<file path="src/rtl/updown_cnt_pkg.sv">
// Shared types for the dual-strobe counter.
// Assumes: operations are mutually exclusive per system clock cycle.
package updown_cnt_pkg;

    typedef enum logic [2:0] {
        OP_HOLD,
        OP_UP,
        OP_DOWN,
        OP_LOAD,
        OP_CLEAR
    } cnt_op_e;

    // Priority decode: clear, then load, then one-sided strobe edges.
    function automatic cnt_op_e cnt_decode(input logic clr, input logic ld_n,
                                           input logic up_rise, input logic dn_rise,
                                           input logic up_lvl, input logic dn_lvl);
        if (clr)                                  return OP_CLEAR;
        else if (!ld_n)                           return OP_LOAD;
        else if (up_rise && dn_rise)              return OP_HOLD;
        else if (up_rise && dn_lvl)               return OP_UP;
        else if (dn_rise && up_lvl)               return OP_DOWN;
        else                                      return OP_HOLD;
    endfunction

endpackage

</file>
<file path="src/rtl/cnt_sync.sv">
// Multi-stage synchronizer for a bundle of asynchronous inputs.
// Assumes: each bit is independent; RST_VAL gives the idle level per bit.
module cnt_sync #(
    parameter int               W       = 4,
    parameter int               DEPTH   = 2,
    parameter logic [W-1:0]     RST_VAL = '0
) (
    input  logic         clk,
    input  logic         rst_n,
    input  logic [W-1:0] d,
    output logic [W-1:0] q
);
    logic [W-1:0] stg [DEPTH];

    // Shift the input through DEPTH flops.
    always_ff @(posedge clk) begin
        if (!rst_n) begin
            for (int i = 0; i < DEPTH; i++) stg[i] <= RST_VAL;
        end else begin
            stg[0] <= d;
            for (int i = 1; i < DEPTH; i++) stg[i] <= stg[i-1];
        end
    end

    assign q = stg[DEPTH-1];
endmodule

</file>
<file path="src/rtl/cnt_rise.sv">
// Rising-edge finder on an already synchronized level.
// Assumes: the idle level is high, so reset loads the history flop with 1.
module cnt_rise (
    input  logic clk,
    input  logic rst_n,
    input  logic lvl,
    output logic rise
);
    logic prev;

    // Remember the level from the previous system clock.
    always_ff @(posedge clk) begin
        if (!rst_n) prev <= 1'b1;
        else        prev <= lvl;
    end

    assign rise = lvl & ~prev;
endmodule

</file>
<file path="src/rtl/cnt_core.sv">
// Count register with clear, load, up and down steps.
// Assumes: op is already priority-decoded; MAXV is the top count.
module cnt_core
    import updown_cnt_pkg::*;
#(
    parameter int               WIDTH = 4,
    parameter logic [WIDTH-1:0] MAXV  = '1
) (
    input  logic             clk,
    input  logic             rst_n,
    input  cnt_op_e          op,
    input  logic [WIDTH-1:0] jam,
    output logic [WIDTH-1:0] q
);
    logic [WIDTH-1:0] q_next;

    // Next count. An illegal value above MAXV steps by plain arithmetic.
    always_comb begin
        unique case (op)
            OP_CLEAR: q_next = '0;
            OP_LOAD:  q_next = jam;
            OP_UP:    q_next = (q == MAXV) ? '0 : q + WIDTH'(1);
            OP_DOWN:  q_next = (q == '0) ? MAXV : q - WIDTH'(1);
            default:  q_next = q;
        endcase
    end

    // Hold the count.
    always_ff @(posedge clk) begin
        if (!rst_n) q <= '0;
        else        q <= q_next;
    end
endmodule

</file>
<file path="src/rtl/updown_strobe_counter.sv">
// Dual-strobe presettable up/down counter, decade or binary.
// Assumes: all control inputs are asynchronous and are sampled by clk;
// strobe low and high phases each last several clk periods.
module updown_strobe_counter
    import updown_cnt_pkg::*;
#(
    parameter bit DECADE     = 1'b1,
    parameter int WIDTH      = 4,
    parameter int SYNC_DEPTH = 2
) (
    input  logic             clk,
    input  logic             rst_n,
    input  logic             clear,
    input  logic             load_n,
    input  logic [WIDTH-1:0] jam,
    input  logic             up_strb,
    input  logic             dn_strb,
    output logic [WIDTH-1:0] cnt_q,
    output logic             carry_n,
    output logic             borrow_n
);
    localparam logic [WIDTH-1:0] MAXV = DECADE ? WIDTH'(9) : {WIDTH{1'b1}};
    localparam int               NCTL = 4;
    localparam logic [NCTL-1:0]  CTL_IDLE = 4'b0111; // clear, load_n, up, dn

    logic [NCTL-1:0] ctl_s;
    logic            clr_s, ld_n_s, up_s, dn_s;
    logic [1:0]      lvl, rise;
    logic            up_rise, dn_rise;
    cnt_op_e         op;

    cnt_sync #(.W(NCTL), .DEPTH(SYNC_DEPTH), .RST_VAL(CTL_IDLE)) u_sync (
        .clk  (clk),
        .rst_n(rst_n),
        .d    ({clear, load_n, up_strb, dn_strb}),
        .q    (ctl_s)
    );

    assign {clr_s, ld_n_s, up_s, dn_s} = ctl_s;
    assign lvl = {up_s, dn_s};

    generate
        for (genvar g = 0; g < 2; g++) begin : g_edge
            cnt_rise u_rise (
                .clk  (clk),
                .rst_n(rst_n),
                .lvl  (lvl[g]),
                .rise (rise[g])
            );
        end
    endgenerate

    assign {up_rise, dn_rise} = rise;

    // Pick this cycle's operation by priority.
    always_comb op = cnt_decode(clr_s, ld_n_s, up_rise, dn_rise, up_s, dn_s);

    cnt_core #(.WIDTH(WIDTH), .MAXV(MAXV)) u_core (
        .clk  (clk),
        .rst_n(rst_n),
        .op   (op),
        .jam  (jam),
        .q    (cnt_q)
    );

    // Chain flags: low during the active strobe's low phase at the end value.
    always_comb begin
        carry_n  = !(!up_s && (cnt_q == MAXV));
        borrow_n = !(!dn_s && (cnt_q == '0));
    end
endmodule

</file>
<file path="config.mk">
export PLATFORM = sky130hd
export DESIGN_NAME = updown_strobe_counter
export DESIGN_NICKNAME = d
export VERILOG_FILES = /design/src/rtl/updown_cnt_pkg.sv /design/src/rtl/cnt_sync.sv /design/src/rtl/cnt_rise.sv /design/src/rtl/cnt_core.sv /design/src/rtl/updown_strobe_counter.sv
export SDC_FILE = /design/constraint.sdc
export NUM_CORES = 1
export LEC_CHECK = 0
export ABC_AREA = 1
export ABC_CLOCK_PERIOD_IN_PS = 2000
export BUFFER_PORTS_ARGS = -buffer_cell sky130_fd_sc_hd__buf_2
export CAP_MARGIN = 15
export CORE_MARGIN = 4
export CORE_UTILIZATION = 55
export CTS_BUF_LIST = sky130_fd_sc_hd__clkbuf_4 sky130_fd_sc_hd__clkbuf_8
export DETAILED_ROUTE_END_ITERATION = 8
export GPL_ROUTABILITY_DRIVEN = 0
export PLACE_DENSITY_LB_ADDON = 0.2
export SLEW_MARGIN = 40
export SYNTH_ARGS = -nofsm -noshare
export SYNTH_HDL_FRONTEND = slang
export SYNTH_HIERARCHICAL = 1
export SYNTH_SLANG_ARGS = --single-unit
</file>
<file path="constraint.sdc">
create_clock -name clk -period 2 [get_ports clk]
set_input_delay 0.6 -clock clk [delete_from_list [all_inputs] [get_ports clk]]
set_output_delay 0.6 -clock clk [all_outputs]
set_load 0.02 [all_outputs]
</file>
==> results_dict.tcl, run 1 <==
set metrics [dict create \
    nNetsFinal 155 \
    swShare 0.304 \
    cp-start-kind "flop" \
    clk_latency_ps 270 \
    setup_violations 0 \
    ctsHtreeMaxLevel 1 \
    grt_pass1_vias 647 \
    p_int_mw 0.415 \
    start_util 0.619 \
    synth_seq_cells 14 \
    worstReg2RegStart "u_sync/stg[0][4]" \
    min_to "u_sync/stg[0][5]" \
    cts-buffers-inserted 3 \
    clockBufferDepth 2 \
    mostFrequentLayoutCells "28 x nand2_1, 25 x inv_1, 20 x nor2_1" \
    first_pass_iters 4 \
    setup-tns-final_ps 0 \
    grt_start_max_net_pins 12 \
    vias 745 \
    core.rowCount 13 \
    clock.fmax_mhz 565 \
    pwr-share-comb 0.227 \
    grt_usage 0.168 \
    grt_pass1_wl_um 2660 \
    design.core.area_um2 1370 \
    critPathRequiredTime_ps 1400 \
    peakVddDrop_uv 467 \
    final_common_cell "nand2_1" \
    ant_nets 0 \
    seqPwrFrac 0.521 \
    yosysWarnings 6 \
    wl_met3_um 125 \
    met2_wirelength_um 722 \
    synth_area_um2 846 \
    instances_no_fill 154 \
    nFillCells 133 \
    top_layer_used "met4" \
    wl_met1_um 733 \
    maxCapViolCount 0 \
    clockRootBuffer "clkbuf_4" \
    status "finished clean" \
    yosysUniqueCellTypes 18 \
    post_cts_buffers 0 \
    cellPowerDensity_nw_per_um2 645 \
    port_buffers 15 \
    wl_per_cell_um 10.4 \
    fin_crit_sh 0.885 \
    fin_crit_ps 1770 \
    hold_violations 0 \
    layout-drive-gt1-share 0.223 \
    path_clk_slew_ps 80 \
    r2r_cells 10 \
    area_growth_pct 9.17 \
    final_util 0.676 \
    p_leak_nw 0.517 \
    pre_cts_ws_ps 401 \
    whs_path_depth 2 \
    place_inst 151 \
    antenna_found_initial 0 \
    drt_iter0_markers 14 \
    via_per_inst 4.84 \
    dieArea_um2 2230 \
    worstHoldPathType "reg -> reg" \
    hold_buffers 0 \
    worst_pin_slew_ps 403 \
    power_frac_clock 0.252 \
    cts_tree "yes" \
    crit_type "reg -> out" \
    critPathCaptureType "primary output" \
    cp.arrival_ps 1170 \
    place_hpwl_um 1310 \
    p_sw_mw 0.181 \
    overflow 0 \
    dieWidth_um 47.2 \
    setup_slack_ps 231 \
    syn_inst 126 \
    synth_nets 140 \
    yosysSeqAreaShare 0.331 \
    path_max_fanout 8 \
    clkSinkCount 14 \
    post-route-drc-count 0 \
    die_h_um 47.2 \
    postSynthAreaPerCell_um2 6.71 \
    diodes 0 \
    final_max_slew_viol_count 0 \
    rsz0062_at_grt "false" \
    rrSetupSlack_ps 350 \
    io_pins 16 \
    cts_resized 0 \
    skew_ps 10.7 \
    wl_um 1600 \
    relSlewSlack 0.731 \
    rr_endpoint "u_core/q[1]" \
    hp-start "u_sync/stg[0][1]" \
]
[routing by layer]
metal | vias up | global-route usage
li1 | 397 | -
met1 | 324 | 0.221
met2 | 22 | 0.268
met3 | 2 | 0.0498
met4 | 0 | 0.0442
met5 | - | 0
[sequential cells by signal (all words and copies together) (netlist names)]
name and count:
g_edge.u_rise/prev 2, u_core/q 4, u_sync/stg 8
[cells by family (layout without fill, tap and decap cells)]
logic type,after synthesis,count (layout),share of synthesized area
adders and majority gates,4,4,0.0592
DFF,14,14,0.331
AOI/OAI and AO/OA,2,2,0.0118
buffers and inverters,33,46,0.178
and+or+nand+nor,71,71,0.391
xor gates and xnor gates,2,2,0.0296
[layout make-up]
class	count	area, µm²	area share
repair buffers	16	82.6	0.0894
well taps	15	18.8	0.0203
multi-input cells	79	415	0.450
clock buffers	3	22.5	0.0244
inverters	27	104	0.112
flip-flops and latches	14	280	0.304
[power groups by stage]
stage | Combinational (mW) | Clock [mW] | Sequential, mW
after floorplan | 0.101 | 0 | 0.321
after global placement | 0.133 | 0 | 0.317
after detailed placement | 0.135 | 0 | 0.317
after CTS | 0.136 | 0.153 | 0.311
after global routing | 0.153 | 0.169 | 0.313
final | 0.135 | 0.150 | 0.311
[cell usage after synthesis]
master | number | area (µm²)
buf_4 | 4 | 30.0
a21oi_1 | 2 | 10.0
nand3_2 | 3 | 30.0
xor2_2 | 1 | 16.3
nor2_4 | 2 | 22.5
xor2_1 | 1 | 8.76
inv_2 | 1 | 3.75
inv_1 | 25 | 93.8
nand4_1 | 2 | 12.5
nand3_1 | 12 | 60.1
nor2_1 | 20 | 75.1
nand2_1 | 28 | 105
ha_1 | 4 | 50.1
nor2_2 | 4 | 25.0
buf_6 | 1 | 11.3
dfxtp_1 | 14 | 280
buf_2 | 1 | 5.00
inv_4 | 1 | 6.26
[worst max-delay path by stage]
stage | start | to | slack (ps) | cells after the start
after floorplan | u_core/q[0] | carry_n | 510 | 3
after global placement | u_sync/stg[0][5] | u_core/q[3] | 420 | 11
after detailed placement | u_sync/stg[0][4] | u_core/q[1] | 400 | 10
after CTS | u_core/q[0] | carry_n | 210 | 4
after global routing | u_sync/stg[0][5] | u_core/q[2] | 130 | 11
final | u_core/q[0] | carry_n | 230 | 4
[critical path, cell delays in order (launching register included)]
cell	delay [ps]
dfxtp_1	490
inv_1	100
nor2_1	100
nand3_1	70
buf_2	160
[metrics by stage]
step	instance area [µm²]	hold WS [ps]	power [mW]
after detailed placement	901	392	0.453
after global routing	923	409	0.635
after floorplan	846	380	0.422
after global placement	901	384	0.450
final	923	394	0.596
after CTS	923	406	0.599
Note: power is estimated with default switching activity, not from simulation.
==> run 2, diff against run 1 <==
--- a/config.mk
+++ b/config.mk
@@ -14,7 +14,7 @@
 export CTS_BUF_LIST = sky130_fd_sc_hd__clkbuf_4 sky130_fd_sc_hd__clkbuf_8
 export DETAILED_ROUTE_END_ITERATION = 8
 export GPL_ROUTABILITY_DRIVEN = 0
-export PLACE_DENSITY_LB_ADDON = 0.2
+export PLACE_DENSITY = 0.76
 export SLEW_MARGIN = 40
 export SYNTH_ARGS = -nofsm -noshare
 export SYNTH_HDL_FRONTEND = slang
==> run 2 against run 1 <==
  * Sequential cell count unchanged
  * First-iteration DRC count increased by 7.1%
  * Clock power increased by 33%
  * Fmax decreased by 2.3%
  * Power increased by 8.5%
  * Non-clock buffer count unchanged
  * Global-route usage decreased by 1.4 points
  * Wire length decreased by 4.2%
  * Clock skew decreased by 8.7 ps
  * Critical path depth unchanged
  * Sequential power about the same
  * Critical endpoint unchanged
==> results_dict.tcl, run 2 (synthesized netlist as in run 1, its figures left out) <==
set metrics [dict create \
    wl_per_cell_um 9.90 \
    cts-buffers-inserted 3 \
    relSlewSlack 0.747 \
    regMostFlops "u_sync/stg" \
    peakVddDrop_uv 571 \
    overflow 0 \
    cp_slowest_cell "dfxtp_1" \
    min_to "u_sync/stg[0][4]" \
    antenna_found_initial 0 \
    instances_no_fill 155 \
    top_regs "u_sync/stg (8), u_core/q (4), g_edge.u_rise/prev (2)" \
    critPathCaptureType "primary output" \
    clockRootBuffer "clkbuf_4" \
    hold_slack_ps 403 \
    max_stage_delay_ps 510 \
    start_util 0.619 \
    hp-start "u_sync/stg[0][0]" \
    critPathRequiredTime_ps 1400 \
    via_per_inst 4.75 \
    diodes 0 \
    die_h_um 47.2 \
    final_max_slew_viol_count 0 \
    rsz0062_at_grt "false" \
    cp.arrival_ps 1210 \
    grt_usage 0.154 \
    clk_latency_ps 280 \
    cts_tree "yes" \
    dieWidth_um 47.2 \
    post_cts_buffers 0 \
    layout-drive-gt1-share 0.229 \
    drt_iter0_markers 15 \
    worst_pin_slew_ps 379 \
    path_max_fanout 8 \
    grt_start_max_net_pins 12 \
    worstSetupStartpoint "u_core/q[0]" \
    setup-tns-final_ps 0 \
    mostFrequentLayoutCells "28 x nand2_1, 25 x inv_1, 20 x nor2_1" \
    io_pins 16 \
    post-route-drc-count 0 \
    hold_violations 0 \
    r2r_cells 11 \
    first_pass_iters 4 \
    skew_ps 1.91 \
    clockBufferDepth 2 \
    grt_pass1_vias 593 \
    ctsHtreeMaxLevel 1 \
    cellPowerDensity_nw_per_um2 690 \
    cp-start-kind "flop" \
    area_growth_pct 10.8 \
    place_hpwl_um 1240 \
    final_cell_area_um2 937 \
    status "finished clean" \
    clock.fmax_mhz 552 \
    fin_crit_sh 0.906 \
    path_clk_slew_ps 80 \
    p_leak_nw 0.524 \
    design.core.area_um2 1370 \
    crit_type "reg -> out" \
    setup_violations 0 \
    maxCapViolCount 0 \
    p_total_mw 0.646 \
    dieArea_um2 2230 \
    worstHoldPathType "reg -> reg" \
    hold_buffers 0 \
    nNetsFinal 155 \
    fin_crit_ps 1810 \
    core.rowCount 13 \
    final_common_cell "nand2_1" \
    placed_area_um2 901 \
    worstReg2RegStart "u_sync/stg[0][5]" \
    rr_endpoint "u_core/q[0]" \
    rrSetupSlack_ps 390 \
    ant_nets 0 \
    cts_resized 0 \
    place_inst 151 \
    vias 736 \
    clkSinkCount 14 \
    whs_path_depth 2 \
    grt_pass1_wl_um 2410 \
    port_buffers 15 \
    crit_path_cell_trace "inv_1 -> nor2_1 -> nand3_1 -> buf_2" \
    largest_reg_flops 8 \
    wl_um 1540 \
]
-- run 2: cell types whose count changed in the layout (fill, tap and decap cells not counted) --
cell and change:
clkbuf_8 +1
-- run 2: cell type report --
type	instances	area, µm²
fillers	127	429
multi-input cells	79	415
flip-flops and latches	14	280
inverters	27	104
repair buffers	16	82.6
clock buffers	4	36.3
well taps	15	18.8
-- run 2: routing by layer --
layer | wire (µm) | track usage | vias up | part of all wire
li1 | - | - | 395 | -
met1 | 755 | 0.197 | 319 | 0.49
met2 | 675 | 0.247 | 20 | 0.44
met3 | 94 | 0.0575 | 2 | 0.061
met4 | 10 | 0.0331 | 0 | 0.0065
met5 | 0 | 0 | - | 0
-- run 2: power by group --
part,internal [mW],leakage (nW),switching [mW]
sequential,0.294,0.115,0.0177
combinational,0.0510,0.387,0.0832
clock,0.111,0.0210,0.0896
total,0.456,0.524,0.190
-- run 2: worst max-delay path by stage --
stage          cells past startpoint  slack (ps)           to
4_1_cts                            4         170      carry_n
6_report                           4         190      carry_n
5_1_grt                            4          90      carry_n
2_1_floorplan                      3         510      carry_n
3_3_place_gp                      11         430  u_core/q[3]
3_5_place_dp                      11         410  u_core/q[3]
-- run 2: critical path: cells and delay by family, from the launching register on --
| family | cells | cell delay, ps |
|---|---|---|
| and+or+nand+nor | 2 | 170 |
| buffers and inverters | 2 | 260 |
| DFF | 1 | 510 |
-- run 2: stage by stage --
step,util,setup WS (ps)
3_3_place_gp,0.659,426
6_report,0.686,188
3_5_place_dp,0.659,407
5_1_grt,0.686,85.7
4_1_cts,0.686,174
2_1_floorplan,-,512
